[config.mk]
export PLATFORM = sky130hd
export DESIGN_NAME = wdg_top
export DESIGN_NICKNAME = d
export VERILOG_FILES = /design/src/rtl/wdg_pkg.sv /design/src/rtl/wdg_seq.sv /design/src/rtl/wdg_prescale.sv /design/src/rtl/wdg_count.sv /design/src/rtl/wdg_top.sv
export SDC_FILE = /design/constraint.sdc
export NUM_CORES = 1
export LEC_CHECK = 0
export ABC_AREA = 1
export CAP_MARGIN = 20
export CORE_AREA = 2 2 72 74
export CTS_BUF_LIST = sky130_fd_sc_hd__clkbuf_8
export DETAILED_ROUTE_END_ITERATION = 8
export DIE_AREA = 0 0 74 76
export DONT_BUFFER_PORTS = 1
export HOLD_SLACK_MARGIN = 0.05
export PLACE_DENSITY_LB_ADDON = 0.2
export SKIP_LAST_GASP = 1
export SYNTH_ARGS = -nofsm -noshare
export SYNTH_HDL_FRONTEND = slang
export SYNTH_SLANG_ARGS = --single-unit
[constraint.sdc]
create_clock -name clk -period 2.5 [get_ports clk]
set_clock_uncertainty 0.1 [all_clocks]
set_input_delay 0.125 -clock clk [delete_from_list [all_inputs] [get_ports clk]]
set_output_delay 0.125 -clock clk [all_outputs]
set_load 0.01 [all_outputs]
[src/rtl/wdg_pkg.sv]
package wdg_pkg;
   localparam logic [7:0] SVC_ARM  = 8'h55;
   localparam logic [7:0] SVC_FIRE = 8'hAA;

   typedef struct packed {
      logic [2:0] spare;
      logic [1:0] tsel;
      logic       pre;
      logic       frz_en;
      logic       en;
   } wdg_ctrl_t;
endpackage

[src/rtl/wdg_seq.sv]
module wdg_seq
   import wdg_pkg::*;
(
   input  logic       clk,
   input  logic       rst_n,
   input  logic       svc_stb,
   input  logic [7:0] svc_data,
   output logic       svc_hit
);
   logic armed_q;

   assign svc_hit = svc_stb && armed_q && (svc_data == SVC_FIRE);

   always_ff @(posedge clk or negedge rst_n) begin
      if (!rst_n)
         armed_q <= 1'b0;
      else if (svc_hit)
         armed_q <= 1'b0;
      else if (svc_stb && svc_data == SVC_ARM)
         armed_q <= 1'b1;
   end
endmodule

[src/rtl/wdg_prescale.sv]
module wdg_prescale #(
   parameter int PRE_LOG2 = 9
) (
   input  logic clk,
   input  logic rst_n,
   input  logic clr,
   input  logic step,
   output logic pulse
);
   generate
      if (PRE_LOG2 == 0) begin : g_bypass
         assign pulse = step;
      end else begin : g_div
         logic [PRE_LOG2-1:0] div_q;
         assign pulse = step && (&div_q);
         always_ff @(posedge clk or negedge rst_n) begin
            if (!rst_n)
               div_q <= '0;
            else if (clr)
               div_q <= '0;
            else if (step)
               div_q <= div_q + 1'b1;
         end
      end
   endgenerate
endmodule

[src/rtl/wdg_count.sv]
module wdg_count #(
   parameter int BASE_LOG2 = 9,
   parameter int STEP_LOG2 = 2,
   parameter int CNT_W     = BASE_LOG2 + 3 * STEP_LOG2
) (
   input  logic       clk,
   input  logic       rst_n,
   input  logic       clr,
   input  logic       adv,
   input  logic [1:0] tsel,
   output logic       expire
);
   localparam int SH_W = $clog2(CNT_W + 1);

   logic [CNT_W-1:0] cnt_q;
   logic [SH_W-1:0]  sh;
   logic [CNT_W:0]   lim;
   logic [CNT_W-1:0] term;

   always_comb begin
      sh     = SH_W'(BASE_LOG2) + SH_W'(STEP_LOG2) * SH_W'(tsel);
      lim    = {{CNT_W{1'b0}}, 1'b1} << sh;
      term   = CNT_W'(lim - (CNT_W + 1)'(1));
      expire = adv && !clr && (cnt_q == term);
   end

   always_ff @(posedge clk or negedge rst_n) begin
      if (!rst_n)
         cnt_q <= '0;
      else if (clr || expire)
         cnt_q <= '0;
      else if (adv)
         cnt_q <= cnt_q + 1'b1;
   end
endmodule

[src/rtl/wdg_top.sv]
module wdg_top
   import wdg_pkg::*;
#(
   parameter int         BASE_LOG2 = 9,
   parameter int         STEP_LOG2 = 2,
   parameter int         PRE_LOG2  = 9,
   parameter logic [7:0] CTRL_RST  = 8'h01
) (
   input  logic       clk,
   input  logic       rst_n,
   input  logic       tick_en,
   input  logic       freeze,
   input  logic       wr_en,
   input  logic       wr_sel,
   input  logic [7:0] wr_data,
   input  logic       rd_sel,
   output logic [7:0] rd_data,
   output logic       rst_req
);
   localparam int CNT_W = BASE_LOG2 + 3 * STEP_LOG2;

   generate
      if (BASE_LOG2 < 1 || STEP_LOG2 < 1 || PRE_LOG2 < 0) begin : g_bad_cfg
         $error("wdg_top: exponents out of range");
      end
   endgenerate

   wdg_ctrl_t  ctrl_q;
   logic       lock_q;
   logic [2:0] act_q;
   logic       rst_req_q;
   logic       svc_hit, pre_pulse, expire;
   logic       run, adv, clr;

   always_ff @(posedge clk or negedge rst_n) begin
      if (!rst_n) begin
         ctrl_q <= wdg_ctrl_t'(CTRL_RST);
         lock_q <= 1'b0;
      end else if (wr_en && !wr_sel && !lock_q) begin
         ctrl_q <= wdg_ctrl_t'(wr_data);
         lock_q <= 1'b1;
      end
   end

   always_ff @(posedge clk or negedge rst_n) begin
      if (!rst_n)
         act_q <= CTRL_RST[4:2];
      else if (svc_hit)
         act_q <= {ctrl_q.tsel, ctrl_q.pre};
   end

   wdg_seq u_seq (
      .clk      (clk),
      .rst_n    (rst_n),
      .svc_stb  (wr_en && wr_sel),
      .svc_data (wr_data),
      .svc_hit  (svc_hit)
   );

   assign run = ctrl_q.en && tick_en && !(freeze && ctrl_q.frz_en);
   assign clr = svc_hit || !ctrl_q.en;

   wdg_prescale #(.PRE_LOG2(PRE_LOG2)) u_pre (
      .clk   (clk),
      .rst_n (rst_n),
      .clr   (clr || expire),
      .step  (run && act_q[0]),
      .pulse (pre_pulse)
   );

   assign adv = run && (act_q[0] ? pre_pulse : 1'b1);

   wdg_count #(.BASE_LOG2(BASE_LOG2), .STEP_LOG2(STEP_LOG2), .CNT_W(CNT_W)) u_cnt (
      .clk    (clk),
      .rst_n  (rst_n),
      .clr    (clr),
      .adv    (adv),
      .tsel   (act_q[2:1]),
      .expire (expire)
   );

   always_ff @(posedge clk or negedge rst_n) begin
      if (!rst_n)
         rst_req_q <= 1'b0;
      else
         rst_req_q <= expire;
   end

   assign rst_req = rst_req_q;
   assign rd_data = rd_sel ? 8'h00 : ctrl_q;
endmodule

Yosys cells after proc, flatten, opt, wreduce, memory -nomap -nowiden
Index checks and enable logic that the tools add are counted.
Word-level totals
  flip-flop bits (word level): 38
  latch bits: 0
  memory bits (writable): 0
  memory bits (read-only): 0
  output and inout bits: 9
  logic and storage cells: 52
  memories kept: 0
Operators by class
  $add $sub $neg: 4
  multiply operators: 0
  div/mod/pow operators: 0
  $lt $le $gt $ge: 0
  eq/ne operators: 3
  shifts and indexed selects: 1
  multiplexer cells: 8
  bitwise operators: 0
  reduce and logical (&&, ||, !) cells: 25
Operators by type and width (number)
  2-to-1 mux 15 bit: 2
  2-to-1 mux 9 bit: 2
  adder 15 x 1 -> 15 bit, second input constant: 1
  == test 15 bit: 1
  << shifter 1 x 4 -> 15 bit, first input constant: 1
  subtractor 15 x 1 -> 15 bit, second input constant: 1
  logical AND 1 bit: 14
  adder 9 x 1 -> 9 bit, second input constant: 1
  AND reduction 9 bit: 1
  == test 8 x 7 -> 1 bit, second input constant: 1
  == test 8 bit, second input constant: 1
  2-to-1 mux 8 bit: 1
  nonzero test 2 bit: 3
  logical NOT 1 bit: 5
  adder 4 x 3 -> 4 bit, first input constant: 1
  2-to-1 mux 1 bit: 3
  logical OR 1 bit: 2

Depth between registers and ports, before layout
  depth in word-level cells: 11
  gate-level depth with buffers: 14

Hierarchy
From an unflattened synthesis, not the netlist that was laid out.
Second synthesis, totals
  cell total of the unflattened synthesis: 311
  area total of the unflattened synthesis: 2218.4 sq um
By module, submodules not included
  wdg_count: instances 1, cells an instance 148, area each 982.2 sq um, seq. area each 375.4 sq um
  wdg_top: instances 1, cells an instance 76, area each 613.1 sq um, seq. area each 326.6 sq um
  wdg_prescale: instances 1, cells an instance 66, area each 509.2 sq um, seq. area each 225.2 sq um
  wdg_seq: instances 1, cells an instance 21, area each 113.9 sq um, seq. area each 25.0 sq um

Worst setup path before layout
OpenSTA, ideal clock, no wires.
  path kind: reg2reg
  start point: register u_pre.g_div.div_q[0]
  end point: register u_pre.g_div.div_q[4]
  setup time: 0.118 ns
  arrival time: 1.797 ns
  required time: 2.282 ns
  setup slack: 0.485 ns
  cell stages (with the launch flop): 15
  path through: dfrtp_1 > ha_1 > nand2_1 > nor4_1 > ha_1 > inv_1 > nand2_1 > inv_1 > nor2_4 > nand2_2 > nor2_2 > nand2_2 > nand2_2 > buf_6 > nor2_1
On the way
  cells in the longest elaborated chain, start to end: 8
  elaborated cells between the ends (all ways): 11
Ends and longest elaborated chain
  start, declared: line wdg_prescale.sv:14  | logic [PRE_LOG2-1:0] div_q;
  start signal, assigned: line wdg_prescale.sv:22  | div_q <= div_q + 1'b1;
  branches (longest 8 deep; another with adder 9 x 1 -> 9 bit)
Several ways; the timed one is not identified. The select of a mux whose other input is x is not followed.
A chain may end at the register's enable or synchronous reset.

Worst setup path in the final report
  start point: register u_pre.g_div.div_q[0]
  end point: register u_cnt.cnt_q[7]
On the way
  cells in the longest elaborated chain, start to end: 8
  elaborated cells between the ends (all ways): 9
Ends and longest elaborated chain
  AND reduction 9 bit *: line wdg_prescale.sv:15  | assign pulse = step && (&div_q);
  logical AND 1 bit *: line wdg_prescale.sv:15
  2-to-1 mux 1 bit *: line wdg_top.sv:71  | assign adv = run && (act_q[0] ? pre_pulse : 1'b1);
  logical AND 1 bit *: line wdg_top.sv:71
  logical AND 1 bit (2 in a row): line wdg_count.sv:24  | expire = adv && !clr && (cnt_q == term);
  logical OR 1 bit: line wdg_count.sv:30  | else if (clr || expire)
  2-to-1 mux 15 bit or nonzero test 2 bit (tied branches)
  end signal, assigned: line wdg_count.sv:33  | cnt_q <= cnt_q + 1'b1;
  end, declared: line wdg_count.sv:15  | logic [CNT_W-1:0] cnt_q;
Every way passes the cells marked *; elsewhere a longest branch is shown, timed or not.

==> out/summary.txt <==
initial antenna violation count - 0
Min Hold Slack - 141 ps
first-pass GRT wire length - 7560 um
Max-slew headroom - 0.621
#FFs+latches synth - 38
Slew @ Worst Pin - 566 ps
setup bufs post-CTS - 0
Die Span X - 74 um
Gate power share - 0.032
cell internal pwr - 1060 uW
period utilisation layout - 0.864
maximum capacitance violations - 0
critical path capture point type - flop
Post-synth top flop - dfrtp_1
asr flop ratio synth - 1.00
nets - 325
Worst EP arrival - 2250 ps
accumulated negative setup slack - 0 ps
total CTS buffers - 5
Seq/Total Area, Yosys - 0.450
FMAX - 463 MHz
H-tree levels - 2
CTS Sinks - 38
Switch Pwr - 247 uW
Core Area - 4910 um^2
Power Density - 532 nW/um^2
required time of the critical path - 2590 ps
full die area - 5620 um^2
ant diodes - 0
TritonCTS clock tree - done
Worst-Skew Late Latency - 290 ps
Post-synth EDFFs - 0
Syn-to-layout area delta - 16.1%
DRC viols - 0
via count of the first global-routing pass - 1693
gpl congestion - 0.774
post-synth top area share - 0.437
DR vias - 1708
layout cells sized above 1 - 0.0812
via/cell ratio - 4.52
Final Hold Vio Count - 0
cell taking the most area after synthesis - dfrtp_1
Avg Inst Size Synth - 7.25 um^2
Cell Area, Synth - 2120 um^2
minimum clock period - 2160 ps
HP Class - in -> reg
# rows - 26
CTS root buf - clkbuf_8
Routed Antenna Nets - 0
total track usage - 0.169
commonest cells in the synthesized netlist - nand2_1 (72), inv_1 (49), nor2_1 (47)
placed insts - 358
switch share - 0.189
most frequent cell after synthesis - nand2_1
maximum VDD drop - 0.353 mV
number of DRC markers in iteration 0 - 113
drt first pass iters - 4
status - finished, final reports clean
largest net degree at the start of global routing - 39
final wirelength - 4250 um
unrepaired setup endpoints after global routing - false
Final Non-Filler Cells - 378
cell count after synthesis - 292
yosys warns - 0
part of the power in registers - 0.472
fin. max-slew vios - 0
CP max FO - 7
IO Pins - 24
crit start category - flop
dpl cell area - 2180 um^2
final setup vio count - 0
post-route cell area - 2460 um^2
Worst Setup Path Type - reg -> reg
Starting Density - 0.431
port buffer count - 0
Clock Power Share - 0.496
syn_nets - 310
leakage power - 0.00113 uW
die height - 76 um
total power draw - 1310 uW
Reg clk slew, reported paths - 80 ps
post-detail-place hpwl - 2910 um
top area cells in the synthesized netlist - dfrtp_1 (44%), nand2_1 (13%), inv_1 (8.7%)
Netlist cell types - 27
grt total ovfl - 0
Max clock buf depth - 2
post-DR wirelength/cell - 11.2 um
==> critical path: stages, from the launching register on <==
cell and delay, ps:
dfrtp_1 380, ha_1 170, nand2_1 70, nor4_1 230, ha_1 190, inv_1 40
nand2_1 60, nand3_1 230, nor3_1 300, nand3_1 140, nor2_1 110, nor2_1 50
==> through the flow <==
step / util / worst slack, ps
6_report: 0.500 / 340
5_1_grt: 0.500 / 52.7
4_1_cts: 0.499 / 190
3_5_place_dp: 0.444 / 201
3_3_place_gp: 0.444 / 253
2_1_floorplan: - / 485
==> area by class of cell <==
type	count	area, um^2
clock buffers	6	82.6
clock inverters	2	60.1
fillers	463	2450
inverters	50	188
multi-input cells	198	942
flip-flops and latches	38	952
well taps	70	87.6
repair buffers	14	145
==> cell usage in the layout, fill, tap and decap left out, drive strengths merged <==
cell type     n
xor2          6
o21ai        12
nand4         6
o21bai        3
buf           3
inv          50
or2           2
clkbuf        6
dfstp         1
a21oi         5
nor4          2
xnor2         1
nand3b        1
bufinv        2
ha            3
nand3        20
dlygate4sd3  11
a21boi        1
dfrtp        37
nor2         52
nand2        76
nor3          8
==> power by group through the flow <==
| stage | logic [uW] | registers [uW] | clock network (uW) |
|---|---|---|---|
| floorplan | 11.9 | 629 | 0 |
| global placement | 12.3 | 629 | 0 |
| detailed placement | 12.5 | 629 | 0 |
| CTS | 44.0 | 617 | 666 |
| global route | 48.7 | 617 | 693 |
| finish | 42.4 | 617 | 648 |
==> final timing paths <==
kind | from | endpoint | slack [ps] | depth (start not counted)
max | u_pre.g_div.div_q[0] | u_cnt.cnt_q[7] | 340 | 11
min | wr_data[6] | act_q[0] | 140 | 3
max reg2reg | u_pre.g_div.div_q[0] | u_cnt.cnt_q[7] | 340 | 11
min reg2reg | lock_q | lock_q | 370 | 2
max in group asynchronous | rst_n | ctrl_q[0] | 1850 | 2
min in group asynchronous | rst_n | rst_req | 200 | 2
==> registers in the layout, summed over array words and instances, names as in the netlist <==
| register | flops |
|---|---|
| u_pre.g_div.div_q | 9 |
| ctrl_q | 8 |
| u_cnt.cnt_q | 15 |
| rst_req | 1 |
| act_q | 3 |
| lock_q | 1 |
| u_seq.armed_q | 1 |
==> cells by family (layout without fill, tap and decap cells) <==
family	count (synthesis)	in the layout	share of synthesized area
adders and majority gates	3	3	0.0177
AOI/OAI and AO/OA	21	21	0.0544
xor gates and xnor gates	7	7	0.0290
DFF	38	38	0.450
buffers and inverters	56	72	0.108
and+or+nand+nor	167	167	0.342
==> metal layers <==
metal,GRT usage,wire [um],up-vias
met4,0.0491,53,0
met2,0.263,1920,18
li1,-,-,923
met3,0.0370,116,5
met1,0.234,2150,762
met5,0,0,-
==> timing repair <==
| action | CTS | global route |
|---|---|---|
| endpoints found under the setup margin | 0 | 16 |
| hold buffers | 12 | 0 |
| resized for setup | 0 | 1 |
| endpoints found under the hold margin | 47 | 0 |
(Power assumes the default switching activity.)
